**src/rtl/bus_seq_pkg.sv**
```systemverilog
package bus_seq_pkg;

    // Machine cycle timing, in input clocks after the request-sampling edge
    localparam int CYC_CLKS  = 12;
    localparam int ALE_LEN   = 2;
    localparam int ALE_A_POS = 0;
    localparam int ALE_B_POS = CYC_CLKS / 2;
    localparam int PSEN_POS  = ALE_A_POS + ALE_LEN + 1;
    localparam int PSEN_LEN  = 3;
    localparam int DSTB_POS  = ALE_A_POS + ALE_LEN + 3;
    localparam int DSTB_LEN  = 6;
    localparam int WD_LEAD   = 1;
    localparam int WD_TAIL   = 1;

    typedef enum logic [1:0] {
        OP_IFETCH = 2'd0,
        OP_XFETCH = 2'd1,
        OP_XREAD  = 2'd2,
        OP_XWRITE = 2'd3
    } bus_op_e;

endpackage

```
**src/rtl/bus_phase_ctr.sv**
```systemverilog
module bus_phase_ctr #(
    parameter int CYC = 12,
    localparam int CW = $clog2(CYC)
) (
    input  logic          clk,
    input  logic          rst,
    output logic [CW-1:0] pos,
    output logic          last
);

    logic [CW-1:0] cnt_d, cnt_q;

    always_comb begin
        last  = (cnt_q == CW'(CYC - 1));
        cnt_d = last ? '0 : cnt_q + 1'b1;
    end

    always_ff @(posedge clk) begin
        if (rst) cnt_q <= CW'(CYC - 1);
        else     cnt_q <= cnt_d;
    end

    assign pos = cnt_q;

endmodule

```
**src/rtl/bus_cycle_ctx.sv**
```systemverilog
module bus_cycle_ctx
    import bus_seq_pkg::*;
#(
    parameter int ADDR_W = 16,
    parameter int DATA_W = 8
) (
    input  logic              clk,
    input  logic              rst,
    input  logic              start,
    input  bus_op_e           req_op,
    input  logic [ADDR_W-1:0] req_addr,
    input  logic [DATA_W-1:0] req_wdata,
    input  logic              cfg_we,
    input  logic              cfg_ale_off,
    output bus_op_e           op,
    output logic [ADDR_W-1:0] addr,
    output logic [DATA_W-1:0] wdata,
    output logic              quiet
);

    typedef struct packed {
        bus_op_e           op;
        logic [ADDR_W-1:0] addr;
        logic [DATA_W-1:0] wdata;
        logic              quiet;
        logic              ale_off;
    } ctx_t;

    ctx_t ctx_d, ctx_q;

    always_comb begin
        ctx_d = ctx_q;
        if (start) begin
            ctx_d.op    = req_op;
            ctx_d.addr  = req_addr;
            ctx_d.wdata = req_wdata;
            // decided once per cycle from the bit held before this edge
            ctx_d.quiet = ctx_q.ale_off && (req_op == OP_IFETCH);
        end
        if (cfg_we) ctx_d.ale_off = cfg_ale_off;
    end

    always_ff @(posedge clk) begin
        if (rst) ctx_q <= '0;
        else     ctx_q <= ctx_d;
    end

    assign op    = ctx_q.op;
    assign addr  = ctx_q.addr;
    assign wdata = ctx_q.wdata;
    assign quiet = ctx_q.quiet;

endmodule

```
**src/rtl/bus_strobe_dec.sv**
```systemverilog
module bus_strobe_dec
    import bus_seq_pkg::*;
#(
    parameter int CW = 4
) (
    input  logic [CW-1:0] pos,
    input  bus_op_e       op,
    input  logic          quiet,
    output logic          ale,
    output logic          psen_n,
    output logic          rd_n,
    output logic          wr_n,
    output logic          p0_oe,
    output logic          p0_addr_sel,
    output logic          ext,
    output logic          cap_now
);

    function automatic logic in_win(input logic [CW-1:0] p, input int s, input int l);
        return (int'(p) >= s) && (int'(p) < s + l);
    endfunction

    logic is_data, addr_ph, wdat_ph;

    always_comb begin
        ext     = (op != OP_IFETCH);
        is_data = (op == OP_XREAD) || (op == OP_XWRITE);
        ale     = !quiet && (in_win(pos, ALE_A_POS, ALE_LEN) ||
                             (!is_data && in_win(pos, ALE_B_POS, ALE_LEN)));
        psen_n  = !((op == OP_XFETCH) && in_win(pos, PSEN_POS, PSEN_LEN));
        rd_n    = !((op == OP_XREAD)  && in_win(pos, DSTB_POS, DSTB_LEN));
        wr_n    = !((op == OP_XWRITE) && in_win(pos, DSTB_POS, DSTB_LEN));
        addr_ph = ext && in_win(pos, ALE_A_POS, ALE_LEN);
        wdat_ph = (op == OP_XWRITE) &&
                  in_win(pos, DSTB_POS - WD_LEAD, DSTB_LEN + WD_LEAD + WD_TAIL);
        p0_oe       = addr_ph || wdat_ph;
        p0_addr_sel = addr_ph;
        cap_now = ((op == OP_XFETCH) && (int'(pos) == PSEN_POS + PSEN_LEN - 1)) ||
                  ((op == OP_XREAD)  && (int'(pos) == DSTB_POS + DSTB_LEN - 1));
    end

endmodule

```
**src/rtl/bus_cycle_seq.sv**
```systemverilog
module bus_cycle_seq
    import bus_seq_pkg::*;
#(
    parameter int ADDR_W = 16,
    parameter int DATA_W = 8,
    localparam int HI_W  = ADDR_W - DATA_W,
    localparam int CW    = $clog2(CYC_CLKS)
) (
    input  logic              clk,
    input  logic              rst,
    input  logic [1:0]        req_op,
    input  logic [ADDR_W-1:0] req_addr,
    input  logic [DATA_W-1:0] req_wdata,
    output logic              req_take,
    input  logic              cfg_we,
    input  logic              cfg_ale_off,
    input  logic [DATA_W-1:0] p0_in,
    output logic              ale,
    output logic              psen_n,
    output logic              rd_n,
    output logic              wr_n,
    output logic [DATA_W-1:0] p0_out,
    output logic              p0_oe,
    output logic [HI_W-1:0]   p2_out,
    output logic [DATA_W-1:0] rdata,
    output logic              rdata_vld
);

    logic [CW-1:0]     pos;
    logic              last;
    bus_op_e           cur_op;
    logic [ADDR_W-1:0] cur_addr;
    logic [DATA_W-1:0] cur_wdata;
    logic              cur_quiet;
    logic              addr_sel, ext, cap_now;

    bus_phase_ctr #(.CYC(CYC_CLKS)) u_phase (
        .clk (clk),
        .rst (rst),
        .pos (pos),
        .last(last)
    );

    bus_cycle_ctx #(.ADDR_W(ADDR_W), .DATA_W(DATA_W)) u_ctx (
        .clk        (clk),
        .rst        (rst),
        .start      (last),
        .req_op     (bus_op_e'(req_op)),
        .req_addr   (req_addr),
        .req_wdata  (req_wdata),
        .cfg_we     (cfg_we),
        .cfg_ale_off(cfg_ale_off),
        .op         (cur_op),
        .addr       (cur_addr),
        .wdata      (cur_wdata),
        .quiet      (cur_quiet)
    );

    bus_strobe_dec #(.CW(CW)) u_dec (
        .pos        (pos),
        .op         (cur_op),
        .quiet      (cur_quiet),
        .ale        (ale),
        .psen_n     (psen_n),
        .rd_n       (rd_n),
        .wr_n       (wr_n),
        .p0_oe      (p0_oe),
        .p0_addr_sel(addr_sel),
        .ext        (ext),
        .cap_now    (cap_now)
    );

    // Read-data capture
    typedef struct packed {
        logic [DATA_W-1:0] data;
        logic              vld;
    } cap_t;

    cap_t cap_d, cap_q;

    always_comb begin
        cap_d     = cap_q;
        cap_d.vld = 1'b0;
        if (cap_now) begin
            cap_d.data = p0_in;
            cap_d.vld  = 1'b1;
        end
    end

    always_ff @(posedge clk) begin
        if (rst) cap_q <= '0;
        else     cap_q <= cap_d;
    end

    assign req_take  = last;
    assign rdata     = cap_q.data;
    assign rdata_vld = cap_q.vld;
    assign p0_out    = addr_sel ? cur_addr[DATA_W-1:0] : cur_wdata;
    assign p2_out    = ext ? cur_addr[ADDR_W-1:DATA_W] : '0;

endmodule

```
**config.mk**
```make
export PLATFORM = sky130hd
export DESIGN_NAME = bus_cycle_seq
export DESIGN_NICKNAME = d
export VERILOG_FILES = /design/src/rtl/bus_seq_pkg.sv /design/src/rtl/bus_phase_ctr.sv /design/src/rtl/bus_cycle_ctx.sv /design/src/rtl/bus_strobe_dec.sv /design/src/rtl/bus_cycle_seq.sv
export SDC_FILE = /design/constraint.sdc
export NUM_CORES = 1
export LEC_CHECK = 0
export ABC_CLOCK_PERIOD_IN_PS = 3600
export CORE_MARGIN = 4
export CORE_UTILIZATION = 48
export DETAILED_ROUTE_END_ITERATION = 10
export PLACE_DENSITY = 0.85
export SYNTH_ARGS = -nofsm -noshare
export SYNTH_HDL_FRONTEND = slang
export SYNTH_SLANG_ARGS = --single-unit
```
**constraint.sdc**
```tcl
create_clock -name clk -period 3.6 [get_ports clk]
set_clock_uncertainty 0.05 [all_clocks]
set_input_delay 0.54 -clock clk [delete_from_list [all_inputs] [get_ports clk]]
set_output_delay 0.54 -clock clk [all_outputs]
set_load 0.005 [all_outputs]
```
Word-level counts from Yosys, hierarchy flattened:

Cells that the tools add are included.

* register bits: 41
* latch bits: 0
* memory bits (writable): 0
* bits in read-only memories: 0
* bits of input ports: 38
* output and inout bits: 31
* word-level logic and storage cells: 55
* memories kept: 0

* $add $sub $neg: 1
* $mul: 0
* div/mod/pow operators: 0
* magnitude comparators: 9
* equality and inequality tests: 6
* shift-type cells: 0
* muxes and demuxes: 4
* bitwise gates (word level): 0
* reduce and logical (&&, ||, !) cells: 26

Operators by type and width (number)
* two-way mux 8 bit: 2
* logical AND 1 bit: 14
* == test 4 bit (second input constant): 3
* greater-or-equal comparator 4 x 3 -> 1 bit (second input constant): 3
* < comparator 4 bit (second input constant): 3
* logical NOT 1 bit: 5
* adder 4 x 1 -> 4 bit (second input constant): 1
* == test 2 bit (second input constant): 2
* greater-or-equal comparator 4 x 2 -> 1 bit (second input constant): 1
* logical OR 1 bit: 4
* < comparator 4 x 2 -> 1 bit (second input constant): 1
* < comparator 4 x 3 -> 1 bit (second input constant): 1
* two-way mux 4 bit: 1
* == test 2 x 1 -> 1 bit (second input constant): 1
* logical NOT 2 bit: 1
* nonzero test 2 bit: 1
* OR reduction 2 bit: 1
* two-way mux 1 bit: 1

Logic depth before layout (Yosys ltp):

* depth in word-level cells: 6
* mapped depth: 7
* mapped depth without buffers: 6

By module:

Synthesis repeated with hierarchy kept, for this count alone.

* cell total of the unflattened synthesis: 206
* area, all modules: 2085.8 µm²

Modules (own cells, without submodules)
* bus_cycle_ctx: instances 1, cells an instance 117, area an instance 1216.2 µm², sequential area each 560.5 µm²
* bus_cycle_seq: instances 1, cells an instance 45, area an instance 493.0 µm², sequential area each 180.2 µm²
* bus_strobe_dec: instances 1, cells an instance 28, area an instance 200.2 µm², sequential area each 0.0 µm²
* bus_phase_ctr: instances 1, cells an instance 16, area an instance 176.4 µm², sequential area each 80.1 µm²

Worst setup path before layout:

Ideal clock, no wire load.

* path type: flip-flop to output port
* start: register u_phase.cnt_q[2] (netlist: u_phase.pos[2])
* end: output port p0_out[0]
* arrival time: 1.233 ns
* data required time: 3.010 ns
* slack: 1.777 ns
* cell stages (with the launch flop): 6
* buffers on the path: 0
* path through: dfxtp_1 inv_1 ha_1 nand2b_1 nor2_4 mux2_2

* longest elaborated chain between the ends: 3

Ends and longest elaborated chain
* start, declared: line bus_phase_ctr.sv:11 `logic [CW-1:0] cnt_d, cnt_q;`
* start signal, assigned: line bus_phase_ctr.sv:19 `if (rst) cnt_q <= CW'(CYC - 1);`
* start signal, assigned: line bus_phase_ctr.sv:20 `else cnt_q <= cnt_d;`
* < comparator 4 x 2 -> 1 bit: line bus_strobe_dec.sv:20 `return (int'(p) >= s) && (int'(p) < s + l);`
* logical AND 1 bit: line bus_strobe_dec.sv:33 `addr_ph = ext && in_win(pos, ALE_A_POS, ALE_LEN);`
* two-way mux 8 bit: line bus_cycle_seq.sv:98 `assign p0_out = addr_sel ? cur_addr[DATA_W-1:0] : cur_wdata;`
* end, declared: line bus_cycle_seq.sv:22 `output logic [DATA_W-1:0] p0_out,`

Every way passes these cells.

Final worst setup path:

* start: register u_phase.cnt_q[2] (netlist: u_phase.pos[2])
* end: output port p0_out[4]

The elaborated chain is that of the path after synthesis.

==> run metrics <==
combinational share of power 0.284; share of cells above drive strength 1 0.0557; CTS tree yes; vias per cell 4.97; GRT Resource Usage Total 0.183; P per Cell Area 489 nW/um^2; DR iter-0 viols 128; post-cts resize count 0; min Tclk post-route 2770 ps; RSZ-0062 raised after global routing no; Max stage delay on crit path 460 ps; Unique masters post-synth 30; clock power share 0.286; Crit Path Class reg -> out; CP top delay family buffers and inverters; leakage 1.08 nW; initial antenna violation count 0; final setup TNS 0 ps; Cell Area, Synth 1910 sq um; sequential area share after synthesis 0.430; Seq pwr share 0.430; io pins 69; Vert. Die Dim 71.1 um; Worst Tran Pin Value 940 ps; Post-DP HPWL 3150 um; max-cap violation count 0; CTS root buf clkbuf_8; vias in the first global route 1,631; syn_nets 268; Worst EP arrival 2180 ps; GP Congestion 0.817; post-synth top area cell dfxtp_1; Crit. End Element primary output; Detail Route Antenna Nets 0; die width 71.1 um; sw frac 0.294; CP max stage cell clkdlybuf4s50_1; H-Tree Depth 2; critical path fanouts, max 9; Worst-path clk slew 70 ps; status finished, final reports clean; first-pass GRT wire length 7450 um; dominant cells by area after synthesis dfxtp_1 (43%), nand2_1 (11%), a21oi_1 (7.9%); fmax 361 MHz; Min-Delay Path Class reg -> reg; post-cts hold buffer count 0; startpoint types flip-flop; number of core rows 22; switching pwr 0.000387 W; Num Clock Sinks 41; area grow syn2layout 41.0%; Worst EP required 3010 ps; final WL 4440 um; min setup slack post-route 832 ps; sum of buffers and inverters on the critical path 2; fin. max-slew vios 0; die area 5050 sq um; Port Buffers 68; Hold WS 400 ps; Core Region 3740 sq um; WL/cell 13.3 um; final hold vios 0; Clock Latency Late Sink 290 ps; post-CTS setup repair buffer count 0; Place WS 1150 ps; period utilization 0.769; Inserted Clock Buffers 5; # nets final 332; mean post-synth cell area 8.59 sq um; Post-Syn Instances 222; GRT overflow 0; # setup viols final 0; area share of the largest cell type after synthesis 0.430; P_int 0.000929 W; n_diodes 0; Yosys warning total 0; Starting Density 0.510; Max clock buf depth 2; pin count of the biggest net entering global routing 33; Slew HR 0.371; DRC violations left 0; worst vdd ir 0.363 mV; CP Cell Sequence inv_1 -> ha_1 -> nand2b_1 -> nor2_4 -> mux2_1 -> clkdlybuf4s50_1; total number of vias 1,666; First-pass DRT Iterations 4; Synth Register Bits 41; final core occ 0.719
==> path summary, 6_finish.rpt <==
path | from | slack (ps) | end | depth (start not counted)
worst min-delay path | u_ctx.addr[10] | 400 | u_ctx.addr[10] | 2
worst min register to register | u_ctx.addr[10] | 400 | u_ctx.addr[10] | 2
worst max register to register | u_phase.pos[2] | 1830 | rdata[6] | 5
worst max-delay path | u_phase.pos[2] | 830 | p0_out[4] | 6
==> worst min-delay path, stage by stage, from the launching register on <==
cell	delay (ps)
dfxtp_1	310
nand2_1	50
a21oi_1	50
==> cell usage after synthesis (all sizes together) <==
master,count
nand4b,1
o21a,1
mux2,8
nand3b,1
buf,9
nand2b,18
clkbuf,4
nand4,1
a31o,1
mux2i,9
or3,2
inv,6
nand3,4
xnor2,1
nor3b,1
a21oi,30
dfxtp,41
nor2b,9
o211ai,1
nand2,56
a21o,2
or2,1
nor2,7
ha,8
==> registers in the layout, summed over array words and instances, names as in the netlist <==
name	cells
rdata_vld	1
u_phase.pos	4
u_ctx.wdata	8
u_ctx.addr	16
u_ctx.ctx_q	1
u_ctx.op	2
rdata	8
u_ctx.quiet	1
==> power by group through the flow <==
stage          sequential, W  clock [W]  combinational (W)
5_1_grt             0.000577   0.000405           0.000421
6_report            0.000566   0.000376           0.000374
4_1_cts             0.000567   0.000385           0.000379
3_5_place_dp        0.000575          0           0.000376
3_3_place_gp        0.000572          0           0.000369
2_1_floorplan       0.000555          0           0.000256
==> layout make-up <==
class,instances,area [sq um]
Multi-Input combinational cell,162,976
Clock inverter,1,30.0
Clock buffer,7,86.3
Inverter,6,22.5
Fill cell,308,1050
Tap cell,48,60.1
Timing Repair Buffer,70,696
Sequential cell,41,821
==> per-stage QoR <==
stage | std cells | power (W) | instance area [sq um]
floorplan | 222 | 0.000811 | 1910
global placement | 327 | 0.000941 | 2570
detailed placement | 327 | 0.000952 | 2570
CTS | 335 | 0.00133 | 2690
global route | 335 | 0.00140 | 2690
finish | 335 | 0.00132 | 2690
==> per-layer routing <==
layer | track usage | part of all wire | up-vias | wire, um
li1 | - | - | 844 | -
met1 | 0.215 | 0.41 | 768 | 1840
met2 | 0.311 | 0.50 | 45 | 2230
met3 | 0.0597 | 0.063 | 9 | 278
met4 | 0.0689 | 0.023 | 0 | 100
met5 | 0 | 0 | - | 0
==> cell families (layout without fill, tap and decap cells) <==
kind of cell / Yosys count / count (layout) / synth area share
muxes: 17 / 17 / 0.0944
adders and majority gates: 8 / 8 / 0.0525
DFF: 41 / 41 / 0.430
and+or+nand+nor: 101 / 101 / 0.261
xor gates and xnor gates: 1 / 1 / 0.00459
AOI/OAI and AO/OA: 35 / 35 / 0.0990
buffers and inverters: 19 / 84 / 0.0584
==> layout by cell type, fill, tap and decap left out, types with 2 or more instances in the layout <==
cell type / instances
inv_1: 5
or3_1: 2
nand2b_1: 18
dfxtp_1: 41
buf_4: 2
nand3_1: 4
nor2_1: 5
clkbuf_8: 6
a21o_1: 2
a21oi_1: 30
mux2_2: 2
mux2_1: 6
nor2b_1: 9
ha_1: 8
nand2_1: 56
clkdlybuf4s50_1: 68
mux2i_1: 9
Power figures use the tool's default switching activity.
